$ cat src/rtl/i2c_tmg_pkg.sv
// Shared types for the I2C bit timing generator.
package i2c_tmg_pkg;

    // Sequencer phases; each phase except IDLE lasts a counted number of clocks.
    typedef enum logic [2:0] {
        PH_IDLE   = 3'd0,
        PH_LOW    = 3'd1,
        PH_HIGH   = 3'd2,
        PH_SUHI   = 3'd3,
        PH_HOLD   = 3'd4,
        PH_STOPHI = 3'd5
    } phase_e;

    // Operation currently being sequenced.
    typedef enum logic [1:0] {
        OP_BIT   = 2'd0,
        OP_START = 2'd1,
        OP_STOP  = 2'd2
    } op_e;

endpackage

$ cat src/rtl/i2c_tmg_cfg.sv
// Timing capture stage.
// Derives clamped phase lengths and tick positions from the raw counts and
// registers them when load is high. Assumes load is asserted only when a
// START is accepted on a free bus. Zero counts are read as one.
module i2c_tmg_cfg #(
    parameter int CNT_W = 10
) (
    input  logic             clk,
    input  logic             rst_n,
    input  logic             load,
    input  logic [CNT_W-1:0] raw_period,
    input  logic [CNT_W-1:0] raw_low,
    input  logic [CNT_W-1:0] raw_setup,
    input  logic [CNT_W-1:0] raw_dsetup,
    output logic [CNT_W-1:0] len_low,
    output logic [CNT_W-1:0] len_high,
    output logic [CNT_W-1:0] len_setup,
    output logic [CNT_W-1:0] idx_chg,
    output logic [CNT_W-1:0] idx_smp
);
    localparam logic [CNT_W-1:0] ONE = CNT_W'(1);

    logic [CNT_W-1:0] low_c, high_c, setup_c, dset_c, chg_c, smp_c;

    // Clamp the raw counts and derive the tick positions.
    always_comb begin
        low_c   = (raw_low == '0) ? ONE : raw_low;
        high_c  = (raw_period > low_c) ? (raw_period - low_c) : ONE;
        setup_c = (raw_setup == '0) ? ONE : raw_setup;
        dset_c  = (raw_dsetup == '0) ? ONE : raw_dsetup;
        chg_c   = (dset_c >= low_c) ? '0 : (low_c - dset_c);
        smp_c   = high_c >> 1;
    end

    // Hold the derived values; update only on a capture request.
    always_ff @(posedge clk) begin
        if (!rst_n) begin
            len_low   <= ONE;
            len_high  <= ONE;
            len_setup <= ONE;
            idx_chg   <= '0;
            idx_smp   <= '0;
        end else if (load) begin
            len_low   <= low_c;
            len_high  <= high_c;
            len_setup <= setup_c;
            idx_chg   <= chg_c;
            idx_smp   <= smp_c;
        end
    end

    AST_CHG_INSIDE_LOW: assert property (@(posedge clk) disable iff (!rst_n)
        idx_chg < len_low);
    AST_SMP_INSIDE_HIGH: assert property (@(posedge clk) disable iff (!rst_n)
        idx_smp < len_high);

endmodule

$ cat src/rtl/i2c_tmg_cnt.sv
// Phase cycle counter.
// Counts clocks since the current phase began; clear restarts it at zero.
// Assumes phase lengths fit in CNT_W bits so the count never wraps.
module i2c_tmg_cnt #(
    parameter int CNT_W = 10
) (
    input  logic             clk,
    input  logic             rst_n,
    input  logic             clear,
    output logic [CNT_W-1:0] cnt
);
    // Restart on clear, otherwise advance by one.
    always_ff @(posedge clk) begin
        if (!rst_n)
            cnt <= '0;
        else if (clear)
            cnt <= '0;
        else
            cnt <= cnt + CNT_W'(1);
    end
endmodule

$ cat src/rtl/i2c_tmg_seq.sv
// Condition and bit-slot sequencer.
// Walks the phases of START, repeated START, bit slot and STOP using the
// phase counter. Also decodes the SCL, SDA ownership and tick outputs.
// Assumes the captured lengths are at least one.
module i2c_tmg_seq
    import i2c_tmg_pkg::*;
#(
    parameter int CNT_W = 10
) (
    input  logic             clk,
    input  logic             rst_n,
    input  logic             req_start,
    input  logic             req_stop,
    input  logic             req_bit,
    input  logic [CNT_W-1:0] cnt,
    input  logic [CNT_W-1:0] len_low,
    input  logic [CNT_W-1:0] len_high,
    input  logic [CNT_W-1:0] len_setup,
    input  logic [CNT_W-1:0] idx_chg,
    input  logic [CNT_W-1:0] idx_smp,
    output logic             cnt_clr,
    output logic             cfg_load,
    output logic             scl_o,
    output logic             sda_own,
    output logic             sda_lvl,
    output logic             chg_tick,
    output logic             smp_tick,
    output logic             busy,
    output logic             done,
    output logic             bus_held
);
    phase_e           phase_q, phase_d;
    op_e              op_q, op_d;
    logic             held_q, held_d;
    logic             done_q, done_d;
    logic [CNT_W-1:0] cur_len;
    logic             last;

    // Pick the length of the phase in progress.
    always_comb begin
        unique case (phase_q)
            PH_LOW:  cur_len = len_low;
            PH_HIGH: cur_len = len_high;
            PH_SUHI, PH_HOLD, PH_STOPHI: cur_len = len_setup;
            default: cur_len = CNT_W'(1);
        endcase
        last = (cnt == cur_len - CNT_W'(1));
    end

    // Next-phase decision and request arbitration.
    always_comb begin
        phase_d  = phase_q;
        op_d     = op_q;
        held_d   = held_q;
        done_d   = 1'b0;
        cfg_load = 1'b0;
        unique case (phase_q)
            PH_IDLE: begin
                if (req_start) begin
                    op_d = OP_START;
                    if (!held_q) begin
                        cfg_load = 1'b1;
                        phase_d  = PH_SUHI;
                    end else begin
                        phase_d  = PH_LOW;
                    end
                end else if (req_stop && held_q) begin
                    op_d    = OP_STOP;
                    phase_d = PH_LOW;
                end else if (req_bit && held_q) begin
                    op_d    = OP_BIT;
                    phase_d = PH_LOW;
                end
            end
            PH_LOW: begin
                if (last) begin
                    unique case (op_q)
                        OP_START: phase_d = PH_SUHI;
                        OP_STOP:  phase_d = PH_STOPHI;
                        default:  phase_d = PH_HIGH;
                    endcase
                end
            end
            PH_HIGH: begin
                if (last) begin
                    phase_d = PH_IDLE;
                    done_d  = 1'b1;
                end
            end
            PH_SUHI: begin
                if (last) phase_d = PH_HOLD;
            end
            PH_HOLD: begin
                if (last) begin
                    phase_d = PH_IDLE;
                    held_d  = 1'b1;
                    done_d  = 1'b1;
                end
            end
            PH_STOPHI: begin
                if (last) begin
                    phase_d = PH_IDLE;
                    held_d  = 1'b0;
                    done_d  = 1'b1;
                end
            end
            default: phase_d = PH_IDLE;
        endcase
        cnt_clr = (phase_d != phase_q) || (phase_q == PH_IDLE);
    end

    // Sequencer state registers.
    always_ff @(posedge clk) begin
        if (!rst_n) begin
            phase_q <= PH_IDLE;
            op_q    <= OP_BIT;
            held_q  <= 1'b0;
            done_q  <= 1'b0;
        end else begin
            phase_q <= phase_d;
            op_q    <= op_d;
            held_q  <= held_d;
            done_q  <= done_d;
        end
    end

    // Output decode from the registered phase and count.
    always_comb begin
        scl_o    = (phase_q == PH_HIGH) || (phase_q == PH_SUHI) ||
                   (phase_q == PH_HOLD) || (phase_q == PH_STOPHI) ||
                   ((phase_q == PH_IDLE) && !held_q);
        sda_own  = ((phase_q == PH_LOW) && (op_q != OP_BIT)) ||
                   (phase_q == PH_SUHI) || (phase_q == PH_HOLD) ||
                   (phase_q == PH_STOPHI);
        sda_lvl  = ((phase_q == PH_LOW) && (op_q == OP_START)) ||
                   (phase_q == PH_SUHI);
        chg_tick = (phase_q == PH_LOW) && (cnt == idx_chg);
        smp_tick = (phase_q == PH_HIGH) && (cnt == idx_smp);
        busy     = (phase_q != PH_IDLE);
        done     = done_q;
        bus_held = held_q;
    end

    AST_CNT_IN_PHASE: assert property (@(posedge clk) disable iff (!rst_n)
        busy |-> (cnt < cur_len));
    AST_DONE_SINGLE: assert property (@(posedge clk) disable iff (!rst_n)
        done |=> !done);
    AST_BIT_NEEDS_HOLD: assert property (@(posedge clk) disable iff (!rst_n)
        (phase_q == PH_HIGH) |-> bus_held);
    AST_STOP_RELEASES: assert property (@(posedge clk) disable iff (!rst_n)
        (done && !bus_held) |-> (scl_o && !sda_own));

endmodule

$ cat src/rtl/i2c_bit_timer.sv
// I2C bit timing generator, top level.
// Joins the timing capture stage, the phase counter and the sequencer.
// Assumes timing inputs are steady when a START is requested on a free bus.
module i2c_bit_timer #(
    parameter int CNT_W = 10
) (
    input  logic             clk,
    input  logic             rst_n,
    input  logic             cmd_start,
    input  logic             cmd_stop,
    input  logic             cmd_bit,
    input  logic [CNT_W-1:0] cfg_period,
    input  logic [CNT_W-1:0] cfg_low,
    input  logic [CNT_W-1:0] cfg_setup,
    input  logic [CNT_W-1:0] cfg_dsetup,
    output logic             scl_o,
    output logic             sda_own,
    output logic             sda_lvl,
    output logic             chg_tick,
    output logic             smp_tick,
    output logic             busy,
    output logic             done,
    output logic             bus_held
);
    logic             cnt_clr, cfg_load;
    logic [CNT_W-1:0] cnt;
    logic [CNT_W-1:0] len_low, len_high, len_setup, idx_chg, idx_smp;

    i2c_tmg_cfg #(.CNT_W(CNT_W)) u_cfg (
        .clk        (clk),
        .rst_n      (rst_n),
        .load       (cfg_load),
        .raw_period (cfg_period),
        .raw_low    (cfg_low),
        .raw_setup  (cfg_setup),
        .raw_dsetup (cfg_dsetup),
        .len_low    (len_low),
        .len_high   (len_high),
        .len_setup  (len_setup),
        .idx_chg    (idx_chg),
        .idx_smp    (idx_smp)
    );

    i2c_tmg_cnt #(.CNT_W(CNT_W)) u_cnt (
        .clk   (clk),
        .rst_n (rst_n),
        .clear (cnt_clr),
        .cnt   (cnt)
    );

    i2c_tmg_seq #(.CNT_W(CNT_W)) u_seq (
        .clk       (clk),
        .rst_n     (rst_n),
        .req_start (cmd_start),
        .req_stop  (cmd_stop),
        .req_bit   (cmd_bit),
        .cnt       (cnt),
        .len_low   (len_low),
        .len_high  (len_high),
        .len_setup (len_setup),
        .idx_chg   (idx_chg),
        .idx_smp   (idx_smp),
        .cnt_clr   (cnt_clr),
        .cfg_load  (cfg_load),
        .scl_o     (scl_o),
        .sda_own   (sda_own),
        .sda_lvl   (sda_lvl),
        .chg_tick  (chg_tick),
        .smp_tick  (smp_tick),
        .busy      (busy),
        .done      (done),
        .bus_held  (bus_held)
    );

    AST_CHG_SCL_LOW: assert property (@(posedge clk) disable iff (!rst_n)
        chg_tick |-> !scl_o);
    AST_SMP_SCL_HIGH: assert property (@(posedge clk) disable iff (!rst_n)
        smp_tick |-> scl_o);
    AST_CFG_FROZEN: assert property (@(posedge clk) disable iff (!rst_n)
        bus_held |=> ($stable(len_low) && $stable(len_high) && $stable(len_setup)));
    AST_TICKS_APART: assert property (@(posedge clk) disable iff (!rst_n)
        !(chg_tick && smp_tick));

endmodule

$ cat config.mk
export PLATFORM = sky130hd
export DESIGN_NAME = i2c_bit_timer
export DESIGN_NICKNAME = d
export VERILOG_FILES = /design/src/rtl/i2c_tmg_pkg.sv /design/src/rtl/i2c_tmg_cfg.sv /design/src/rtl/i2c_tmg_cnt.sv /design/src/rtl/i2c_tmg_seq.sv /design/src/rtl/i2c_bit_timer.sv
export SDC_FILE = /design/constraint.sdc
export NUM_CORES = 1
export LEC_CHECK = 0
export ABC_AREA = 1
export BUFFER_PORTS_ARGS = -buffer_cell sky130_fd_sc_hd__buf_4
export CAP_MARGIN = 40
export CORE_AREA = 2 2 91 93
export CTS_BUF_LIST = sky130_fd_sc_hd__clkbuf_8
export CTS_CLUSTER_SIZE = 16
export DETAILED_ROUTE_END_ITERATION = 10
export DIE_AREA = 0 0 93 95
export PLACE_DENSITY_LB_ADDON = 0.25
export SETUP_SLACK_MARGIN = 0.15
export SKIP_LAST_GASP = 1
export SLEW_MARGIN = 20
export SYNTH_ARGS = -nofsm -noshare
export SYNTH_HDL_FRONTEND = slang
export SYNTH_SLANG_ARGS = --single-unit
$ cat constraint.sdc
create_clock -name clk -period 2.6 [get_ports clk]
set_input_delay 0.13 -clock clk [delete_from_list [all_inputs] [get_ports clk]]
set_output_delay 0.13 -clock clk [all_outputs]
set_load 0.005 [all_outputs]
==> summary.md <==
| Metric | Value |
|---|---|
| Total GRT Usage | 0.286 |
| Final Hold Fails | 0 |
| Die X | just over 90 um |
| Number of synthesized register bits | 57 |
| Syn Inst Count | between 600 and 700 |
| Synthesized area | 0.00425 mm^2 |
| Unique masters post-synth | 44 |
| Max-slew headroom | 0.631 |
| Initial core utilization | 0.536 |
| Critical Path AT | 3.09 ns |
| Routed Antenna Nets | 0 |
| Endpoints failing setup | 12 |
| Seq/Total Area, Yosys | 0.268 |
| Post-layout instance area | 0.00584 mm^2 |
| DR pass1 iterations | 6 |
| Avg Cell Area, Syn | 6.66 um^2 |
| Final core utilization | 0.737 |
| Post-DP HPWL | approximately 9300 um |
| Failing checks | negative setup slack |
| Seq pwr share | 0.315 |
| Max Root-Sink Buffers | 2 |
| RSZ-0062 raised after global routing | true |
| Tightest Pin Transition | 0.552 ns |
| Worst skew pair latency | 0.35 ns |
| Drt total wl | 12600 um |
| Mean number of vias per cell | 5.31 |
| Outcome | complete, but fails checks |
| Drt wl/cell | around 15 um |
| MaxCap Viol Count | 0 |
| Reg-to-Reg Start | u_seq.phase_q[2] |
| Clk sinks | 57 |
| WS Path Type | reg2reg |
| Syn Nets | 714 |
| Share of layout cells above drive strength 1 | 0.327 |
| Placement Cell Area | approximately 0.0052 mm^2 |
| Main synth FF type | dfxtp_1 |
| CTS tree | yes |
| Cell row count | 33 |
| Die ar. | 0.00884 mm^2 |
| Setup ws final | -0.250 ns |
| Async set or reset register ratio after synthesis | 0 |
| Number of top-level pins | between 50 and 60 |
| Fraction of power spent switching nets | 0.338 |
| Clock root buffer | clkbuf_8 |
| Global-route wire length before repair | 19900 um |
| Worst-path clk slew | 0.07 ns |
| Chip height | ~95 um |
| Worst hold margin | 0.0107 ns |
| Number of synthesized flops with an enable pin | 0 |
| Hold path start | cfg_setup[1] |
| P_leak | 2.78 nW |
| Initial antenna violation count | 0 |
| Vias in the first global route | between 4000 and 5000 |
| Power density cells | around 540 mW/mm^2 |
| Pin count of the biggest net entering global routing | 33 |
| Commonest non-fill, non-tap cell in the layout | buf_4 |
| CP startpoint | u_seq.phase_q[2] |
| Syn. warnings | 0 |
| CTS H-Tree Depth | 3 |
| Largest vdd supply drop | 0.247 mV |
| Most frequent cells in the layout | buf_4 (128), nand2_1 (124), inv_1 (73), dfxtp_1 (54), nor2_1 (52) |
| Critical Path Fanout Max | 6 |
| Core footprint | 0.00793 mm^2 |
| RePlAce Congestion | approximately 0.94 |
| I/O Buffers | 52 |
| Comb pwr share | 0.370 |
| Cts bufs inserted | 9 |
| Via total after detailed routing | 4599 |
| Setup crit end kind | flip-flop |
| WP data required | 2.84 ns |
| Post-layout min period | 2.85 ns |
| Max-slew violations | 0 |
| Net switching component of the power | 1.07 mW |
| Internal power | between 2 and 2.5 mW |
| Synth-to-layout area growth | 37.3% |
| Fmax | between 0.3 and 0.4 GHz |
| Initial DRC count | 281 |
| Fin nets | 832 |
| Final period utilization | 1.10 |
| Layout Skew | roughly 0.011 ns |
| DRC viols | 0 |
| Remaining global-route overflow | 0 |
| Worst hold-check path type | in2reg |
| Startpoint Class | flip-flop |
| Clk pwr share | 0.315 |
| Diode count | 0 |
[state kept, by name, summed over array words and instances, names as in the netlist]
register / count
u_cfg.len_high: 10
u_seq.op_q: 2
u_cfg.len_low: 10
u_seq.done: 1
u_cnt.cnt: 10
u_cfg.len_setup: 10
u_seq.phase_q: 3
u_seq.bus_held: 1
u_cfg.idx_chg: 10
[power groups by stage]
stage	Combinational, mW	Sequential (mW)	Clock, mW
final	1.17	0.996	0.996
after global routing	1.30	1.00	1.04
after CTS	1.04	0.993	0.999
after detailed placement	0.958	1.01	0
after global placement	0.938	1.01	0
after floorplan	0.626	0.993	0
[routing by layer]
layer	part of all wire	wire (um)	up-vias	GRT usage
li1	-	-	2327	-
met1	0.40	5010	2084	0.314
met2	0.51	6370	153	0.525
met3	0.052	655	35	0.0535
met4	0.041	515	0	0.146
met5	0	0	-	0
[synthesized netlist by cell type, types with 2 or more instances]
cell type / n / share of area
dfxtp_1: 57 / 0.27
a21oi_1: 42 / 0.049
nand2_1: 135 / 0.12
nand3_1: 46 / 0.054
inv_2: 7 / 0.0062
o21ai_0: 30 / 0.035
a211oi_1: 3 / 0.0053
xnor2_1: 12 / 0.025
xor2_1: 19 / 0.039
clkbuf_1: 24 / 0.021
nor3_1: 4 / 0.0047
a22oi_1: 2 / 0.0035
inv_1: 76 / 0.067
a2111oi_0: 2 / 0.0041
a32oi_1: 2 / 0.0041
nor2_1: 57 / 0.050
a21boi_0: 2 / 0.0035
or2_2: 5 / 0.0074
ha_1: 28 / 0.082
nor2_2: 21 / 0.031
o21bai_1: 2 / 0.0035
nand4_1: 19 / 0.028
nand3b_1: 2 / 0.0035
nor4_1: 7 / 0.010
a311oi_1: 2 / 0.0041
nand3_2: 3 / 0.0071
fa_1: 2 / 0.0094
nor2_4: 4 / 0.011
nand2_2: 9 / 0.013
[repair_timing]
action | CTS | global route
endpoints found under the setup margin | 14 | 36
hold buffers | 0 | 0
gates cloned | 1 | 0
setup buffers | 3 | 12
pin swaps | 17 | 31
gates resized for setup | 26 | 43
[metrics by stage]
stage | setup slack, ns | power [mW] | TNS [ns] | std cells
6_report | -0.250 | 3.16 | -2.38 | 866
3_3_place_gp | -0.143 | 1.95 | -2.27 | 835
2_1_floorplan | -0.0738 | 1.62 | -0.560 | 639
4_1_cts | -0.171 | 3.03 | -1.61 | 854
5_1_grt | -0.496 | 3.34 | -5.45 | 866
3_5_place_dp | -0.282 | 1.97 | -4.55 | 835
[worst max-delay path, cell delays in order, from the launching register on]
cell,delay (ns)
dfxtp_2,0.41
inv_2,0.11
buf_4,0.17
nand4_1,0.13
nand2_1,0.08
nor2_2,0.17
nand2_2,0.10
nor2_4,0.19
nand3_1,0.09
nand2_1,0.07
inv_1,0.04
nor2_2,0.11
nand2_2,0.07
nor2_4,0.15
buf_4,0.13
nand4_1,0.11
nand3_2,0.12
nand3_1,0.08
nand2_1,0.09
clkinv_2,0.10
nand3_4,0.16
nor2_2,0.05
[worst paths after layout]
check,cells after the start,end,slack [ns]
worst min register to register,2,u_cfg.idx_chg[0],0.48
worst max register to register,21,u_cnt.cnt[7],-0.25
worst min-delay path,3,u_cfg.len_setup[1],0.01
worst max-delay path,21,u_cnt.cnt[7],-0.25
[area by class of cell]
cell class / count / area [um^2]
Multi-Input combinational cell: 472 / 2990
Fill cell: 643 / 2090
Sequential cell: 57 / 1150
Timing Repair Buffer: 133 / 1020
Inverter: 84 / 324
Tap cell: 105 / 131
Clock buffer: 9 / 124
Clock inverter: 6 / 108
[logic make-up after synthesis]
| kind of cell | share of synthesized area |
|---|---|
| AND/OR/NAND/NOR | 0.346 |
| buffers and inverters | 0.101 |
| AO/OA/AOI/OAI | 0.129 |
| flip-flops | 0.268 |
| XOR/XNOR | 0.0638 |
| adder cells (fa/ha/maj) | 0.0918 |
(Power assumes the default switching activity.)
